`src/rtl/sb_pkg.sv`:
```
package sb_pkg;
   localparam int SB_NUM_REGS_DEF = 16;
   localparam int SB_CNT_W_DEF    = 4;
   localparam int SB_LAT_W_DEF    = 3;
   localparam int SB_OFS_W_DEF    = 3;
   localparam int SB_RES_W_DEF    = 2;
   localparam int SB_PC_IDX_DEF   = 15;

   typedef enum logic [1:0] {
      SB_PC_TRACKED  = 2'd0,
      SB_PC_EXCLUDED = 2'd1
   } sb_pc_mode_e;
endpackage

```
`src/rtl/sb_reg_timer.sv`:
```
module sb_reg_timer #(
   parameter int CNT_W = sb_pkg::SB_CNT_W_DEF,
   parameter int LAT_W = sb_pkg::SB_LAT_W_DEF
) (
   input  logic                    clk,
   input  logic                    rst_n,
   input  logic                    load,
   input  logic [LAT_W-1:0]        lat,
   output logic signed [CNT_W-1:0] cnt,
   output logic                    ready
);
   localparam logic signed [CNT_W-1:0] FLOOR = {1'b1, {(CNT_W-1){1'b0}}};

   if (LAT_W >= CNT_W) begin : g_bad_width
      $error("sb_reg_timer: LAT_W must be below CNT_W");
   end

   always_ff @(posedge clk) begin
      if (!rst_n)        cnt <= FLOOR;
      else if (load)     cnt <= {{(CNT_W-LAT_W){1'b0}}, lat};
      else if (cnt != FLOOR) cnt <= cnt - 1'b1;
   end

   assign ready = cnt[CNT_W-1] || (cnt == '0);

   assert_countdown_step_R3: assert property (@(posedge clk) disable iff (!rst_n)
      (!load && !cnt[CNT_W-1] && cnt != '0) |=> (cnt == $past(cnt - 1'b1)));
endmodule

```
`src/rtl/sb_operand_check.sv`:
```
module sb_operand_check #(
   parameter int NUM_REGS = sb_pkg::SB_NUM_REGS_DEF,
   parameter int CNT_W    = sb_pkg::SB_CNT_W_DEF,
   parameter int OFS_W    = sb_pkg::SB_OFS_W_DEF,
   localparam int IDX_W   = $clog2(NUM_REGS)
) (
   input  logic                      clk,
   input  logic                      rst_n,
   input  logic                      valid,
   input  logic [IDX_W-1:0]          idx,
   input  logic [OFS_W-1:0]          ofs,
   input  logic [NUM_REGS*CNT_W-1:0] cnt_flat,
   output logic                      hazard
);
   if (OFS_W >= CNT_W) begin : g_bad_width
      $error("sb_operand_check: OFS_W must be below CNT_W");
   end

   logic signed [CNT_W-1:0] sel_cnt;
   logic signed [CNT_W-1:0] ofs_ext;

   assign sel_cnt = cnt_flat[idx*CNT_W +: CNT_W];
   assign ofs_ext = {{(CNT_W-OFS_W){ofs[OFS_W-1]}}, ofs};
   assign hazard  = valid && (sel_cnt > ofs_ext);

   assert_unused_operand_R11: assert property (@(posedge clk) disable iff (!rst_n)
      !valid |-> !hazard);
endmodule

```
`src/rtl/sb_busy_timer.sv`:
```
module sb_busy_timer #(
   parameter int RES_W = sb_pkg::SB_RES_W_DEF
) (
   input  logic             clk,
   input  logic             rst_n,
   input  logic             load,
   input  logic [RES_W-1:0] hold,
   output logic             busy
);
   logic [RES_W-1:0] left;

   always_ff @(posedge clk) begin
      if (!rst_n)          left <= '0;
      else if (load)       left <= hold;
      else if (left != '0) left <= left - 1'b1;
   end

   assign busy = (left != '0);

   assert_busy_drains_R9: assert property (@(posedge clk) disable iff (!rst_n)
      (busy && !load) |=> (left == $past(left - 1'b1)));
endmodule

```
`src/rtl/reg_interlock_sb.sv`:
```
module reg_interlock_sb #(
   parameter int  NUM_REGS = sb_pkg::SB_NUM_REGS_DEF,
   parameter int  CNT_W    = sb_pkg::SB_CNT_W_DEF,
   parameter int  LAT_W    = sb_pkg::SB_LAT_W_DEF,
   parameter int  OFS_W    = sb_pkg::SB_OFS_W_DEF,
   parameter int  RES_W    = sb_pkg::SB_RES_W_DEF,
   parameter int  PC_IDX   = sb_pkg::SB_PC_IDX_DEF,
   parameter sb_pkg::sb_pc_mode_e PC_MODE = sb_pkg::SB_PC_EXCLUDED,
   localparam int IDX_W    = $clog2(NUM_REGS)
) (
   input  logic                clk,
   input  logic                rst_n,
   input  logic                issue_valid,
   input  logic                src0_valid,
   input  logic [IDX_W-1:0]    src0_idx,
   input  logic [OFS_W-1:0]    src0_ofs,
   input  logic                src1_valid,
   input  logic [IDX_W-1:0]    src1_idx,
   input  logic [OFS_W-1:0]    src1_ofs,
   input  logic                dst_valid,
   input  logic [IDX_W-1:0]    dst_idx,
   input  logic [LAT_W-1:0]    dst_lat,
   input  logic                res_use,
   input  logic [RES_W-1:0]    res_hold,
   output logic                stall,
   output logic [NUM_REGS-1:0] reg_ready
);
   localparam int NUM_SRC = 2;

   if (NUM_REGS != (1 << IDX_W)) begin : g_bad_regs
      $error("reg_interlock_sb: NUM_REGS must be a power of two");
   end
   if (PC_IDX >= NUM_REGS) begin : g_bad_pc
      $error("reg_interlock_sb: PC_IDX out of range");
   end

   logic [NUM_REGS*CNT_W-1:0] cnt_flat;
   logic [NUM_SRC-1:0]        src_v;
   logic [IDX_W-1:0]          src_i [NUM_SRC];
   logic [OFS_W-1:0]          src_o [NUM_SRC];
   logic [NUM_SRC-1:0]        hz;
   logic                      busy;
   logic                      accept;

   assign src_v    = {src1_valid, src0_valid};
   assign src_i[0] = src0_idx;
   assign src_i[1] = src1_idx;
   assign src_o[0] = src0_ofs;
   assign src_o[1] = src1_ofs;

   for (genvar s = 0; s < NUM_SRC; s++) begin : g_src
      sb_operand_check #(.NUM_REGS(NUM_REGS), .CNT_W(CNT_W), .OFS_W(OFS_W)) u_chk (
         .clk(clk), .rst_n(rst_n), .valid(src_v[s]), .idx(src_i[s]),
         .ofs(src_o[s]), .cnt_flat(cnt_flat), .hazard(hz[s]));
   end

   sb_busy_timer #(.RES_W(RES_W)) u_busy (
      .clk(clk), .rst_n(rst_n), .load(accept && res_use),
      .hold(res_hold), .busy(busy));

   assign stall  = issue_valid && ((|hz) || (res_use && busy));
   assign accept = issue_valid && !stall;

   for (genvar r = 0; r < NUM_REGS; r++) begin : g_reg
      logic load_r;
      if (PC_MODE == sb_pkg::SB_PC_EXCLUDED && r == PC_IDX) begin : g_pc
         assign load_r = 1'b0;
      end else begin : g_gpr
         assign load_r = accept && dst_valid && (dst_idx == IDX_W'(r));
      end

      sb_reg_timer #(.CNT_W(CNT_W), .LAT_W(LAT_W)) u_tmr (
         .clk(clk), .rst_n(rst_n), .load(load_r), .lat(dst_lat),
         .cnt(cnt_flat[r*CNT_W +: CNT_W]), .ready(reg_ready[r]));

      assert_ready_drop_R3: assert property (@(posedge clk) disable iff (!rst_n)
         $fell(reg_ready[r]) |->
            $past(issue_valid && !stall && dst_valid && dst_idx == IDX_W'(r) && dst_lat != '0));
      assert_no_load_in_stall_R8: assert property (@(posedge clk) disable iff (!rst_n)
         (stall && reg_ready[r]) |=> reg_ready[r]);
   end

   assert_idle_no_stall_R2: assert property (@(posedge clk) disable iff (!rst_n)
      !issue_valid |-> !stall);
   assert_shared_unit_blocks_R9: assert property (@(posedge clk) disable iff (!rst_n)
      (issue_valid && res_use && busy) |-> stall);
   if (PC_MODE == sb_pkg::SB_PC_EXCLUDED) begin : g_pc_chk
      assert_pc_always_ready_R7: assert property (@(posedge clk) disable iff (!rst_n)
         reg_ready[PC_IDX]);
   end
endmodule

```
`config.mk`:
```
export PLATFORM = sky130hd
export DESIGN_NAME = reg_interlock_sb
export DESIGN_NICKNAME = d
export VERILOG_FILES = /design/src/rtl/sb_pkg.sv /design/src/rtl/sb_reg_timer.sv /design/src/rtl/sb_operand_check.sv /design/src/rtl/sb_busy_timer.sv /design/src/rtl/reg_interlock_sb.sv
export SDC_FILE = /design/constraint.sdc
export NUM_CORES = 1
export LEC_CHECK = 0
export ABC_AREA = 1
export CAP_MARGIN = 5
export CORE_MARGIN = 3
export CORE_UTILIZATION = 30
export CTS_CLUSTER_SIZE = 12
export DETAILED_ROUTE_END_ITERATION = 6
export PLACE_DENSITY = 0.55
export REMOVE_ABC_BUFFERS = 1
export SYNTH_ARGS = -nofsm -noshare
export SYNTH_HDL_FRONTEND = slang
export SYNTH_HIERARCHICAL = 1
export SYNTH_SLANG_ARGS = --single-unit
export TNS_END_PERCENT = 20
```
`constraint.sdc`:
```
create_clock -name clk -period 7.4 [get_ports clk]
set_input_delay 0.74 -clock clk [delete_from_list [all_inputs] [get_ports clk]]
set_output_delay 0.74 -clock clk [all_outputs]
set_load 0.05 [all_outputs]
```
==> impl_results.md <==
* Critical path peak fanout at 25
* Synth warn at 6
* Met1 Usage GRT at 0.2330
* EDFF count, synth at 0
* Fin. Hold Viols at 0
* CP cell instances: clkdlybuf4s50_1 > inv_2 > nor2_1 > nor2_1 > o21ai_0 > nand3_1 > nand3_1 > nand2_1 > ha_1 > a21oi_1 > o21ai_0 > nand2_1 > a21oi_1 > nor2_4 > a21boi_0 > clkdlybuf4s50_1
* Max-Cap Viols at 0
* Grt ovf at 0
* Yosys top cell by area: dfxtp_1
* First-pass GRT wire length at roughly 30 mm
* DP Wirelength at 13.73 mm
* Die ar. at 0.02282 mm2
* Min-delay src: g_reg[6].u_tmr/cnt[0]$_SDFFE_PN0P_
* Multi-input gate area at 0.004113 mm2
* Setup Skew at 0.004553 ns
* WL/cell at 13.40 um
* CP Buf/Inv Count at 3
* Fill cells at 2319
* Pwr Density at 332.0 mW/mm2
* Total GRT Usage at 0.1668
* Core area at 0.02043 mm2
* Reg2Reg Launch Point: g_reg[10].u_tmr/cnt[2]$_SDFFE_PN0P_
* Critical Path RT at between 6 and 7 ns
* Bufs on Longest Clock Path at 2
* Clock-pin slew on the worst setup and hold paths at 0.05 ns
* Routed vias/inst at 4.658
* Register area share after synthesis at 0.2093
* Nets at 1180
* I/O pin total at 47
* Area growth, synth to finish at 14.59%
* FMAX at 188.7 MHz
* Cts bufs inserted at 9
* Endpoints failing setup at 0
* Vias in the first global route at 5722
* Flop pwr share at 0.288
* Post-synthesis register bit count at 66
* Worst vdd ir at about 0.16 mV
* CTS tree: yes
* Yosys top cell area share at 0.2093
* Vias at 6446
* Residual antenna-violating net count after detailed routing at 0
* CTS Sinks at 66
* Pin count of the biggest net entering global routing at 67
* H-tree lvl count at 3
* GRT busiest layer: met2
* Rel. slew slack at 0.2976
* 1st-iter DRT viols at 479
* Met2 Use GR at 0.2655
* CP Capture Type: primary output
* Final hold slack at 0.5513 ns
* Top FF cell, synth: dfxtp_1
* Critical path's largest stage delay at 0.98 ns
* Switch Pwr at 0.001160 W
* Share of layout cells above drive strength 1 at 0.08977
* DIE HEIGHT at around 150 um
* Synthesized area at 0.006312 mm2
* Cts repair resizes at 0
* FF/Latch Area at approximately 0.0013 mm2
* Crit path from: src0_idx[0]
* Asr flop ratio synth at 0
* Skew-Pair Late Insertion Delay at around 0.34 ns
* Lkg Pwr at 3.584 nW
* Top cells by area, synth: dfxtp_1, nand2_1, nand3_1
* CP Class: in2out
* Met3 Use GR at 0.02723
* Routability congestion estimate at 0.9232
* Status: completed
* Root Driver: clkbuf_16
* Crit path time final at 5.299 ns
* # rows at 52
* Slew @ Worst Pin at about 1.1 ns
* Initial Util at 0.3090
* Final Slew Violations at 0
* Arr. time, crit path at 4.56 ns
* Port Buffers at 46
* Most instantiated library cell after synthesis: nand2_1
* Setup TNS at 0 ns
* DRC viols at 0
* Comb power frac at 0.538
* Mean post-synth cell area at 5.927 um2
* Synth cell count leaders: nand2_1, inv_1, nor2_1
* Int Power at 0.001241 W
* Clock share of power at 0.174
* CP startpoint kind: primary input
* RSZ-0062 raised after global routing: no
* Sw Share at 0.4830
* Distinct cells, synth at 25
* Hold WC Path Type: reg2reg
* # diodes at 0
* Die width at 151.1 um
* Largest delay share family, worst path: buffers and inverters
* Fin crit share at 0.7161
* Initial antenna violation count at 0
* Slowest CP cell: clkdlybuf4s50_1
* Pre-Repair DR Iteration Count at 5
* Hold buffer count at cts at 0
* Syn Inst Count at 1065
* Post-CTS Setup Bufs at 0
* WL final at around 19 mm
area by class of cell:
type,instances,area share
sequential,66,0.1827
clock inverter,2,0.001384
multi-input combinational,798,0.5686
timing repair buffer,49,0.06608
inverter,185,0.09670
tap,270,0.04670
clock buffer,14,0.03788
sequential cells by signal, indices dropped and copies added (netlist names):
name	count
u_busy/left	2
g.u_tmr/cnt	64
power groups by stage:
stage	logic [W]	registers, W	clock network, W
after floorplan	0.00105	0.000611	0
after global placement	0.00128	0.000704	0
after detailed placement	0.00129	0.000699	0
after CTS	0.00129	0.000693	0.000429
after global routing	0.00150	0.000718	0.000444
final	0.00129	0.000693	0.000417
metrics by stage:
stage	setup WS (ns)	std cells	util	instance area (um2)	total power (W)
finish	2.101	1384	0.3541	7233	0.002401
global route	1.746	1384	0.3541	7233	0.002663
CTS	2.124	1384	0.3541	7233	0.002415
detailed placement	2.122	1368	0.3402	6949	0.001984
global placement	2.203	1368	0.3402	6949	0.001984
floorplan	3.466	1049	-	6133	0.001659
worst register-to-register path, stage by stage (launching register included):
cell and delay [ns]:
dfxtp_1 0.47, nor2_1 0.08, nor2_1 0.16, o21ai_1 0.09
nand3_1 0.09, nand3_1 0.08, nand2_1 0.09, ha_1 0.24
inv_1 0.05, o21ai_0 0.07, nand2_1 0.06, a21oi_1 0.09
nor2_4 0.16, nand4_4 0.32, nor2_1 0.65, o21ai_0 0.22
nor2_1 0.13, nor2_1 0.05
per-layer routing:
layer	wire, um	part of all wire	vias up
li1	-	-	3446
met1	9075	0.49	2855
met2	8305	0.45	127
met3	867	0.047	18
met4	299	0.016	0
met5	0	0	-
path summary, 6_finish.rpt:
kind                                    endpoint  slack (ns)  depth (start not counted)
min           g_reg[6].u_tmr/cnt[0]$_SDFFE_PN0P_        0.55                          2
max reg2reg  g_reg[14].u_tmr/cnt[1]$_SDFFE_PN0P_        4.18                         17
min reg2reg   g_reg[6].u_tmr/cnt[0]$_SDFFE_PN0P_        0.55                          2
max                                        stall        2.10                         16
cells in the final DEF, fill, tap and decap left out, types with 2 or more instances in the layout:
cell and n:
a21oi_1 4, a21oi_2 32, buf_4 3, clkbuf_1 2, clkbuf_16 9, clkbuf_8 3, clkdlybuf4s50_1 45, clkinv_2 2
conb_1 7, dfxtp_1 66, ha_1 41, inv_1 164, inv_2 19, inv_4 2, nand2_1 297, nand3_1 131
nand3_2 16, nand4_1 16, nor2_1 136, nor2_2 10, nor2_4 2, o211ai_1 15, o21ai_0 56, o21ai_1 17
xor2_1 16
kinds of logic (layout without fill, tap and decap cells):
group,count (synthesis),in the layout,synth area share
AND/OR/NAND/NOR,609,609,0.4194
buffers and inverters,207,250,0.1427
AO/OA/AOI/OAI,125,125,0.1245
flip-flops,66,66,0.2093
adder cells (fa/ha/maj),41,41,0.08127
XOR/XNOR,16,16,0.02220
other,1,7,0.0005941
(Power assumes the default switching activity.)
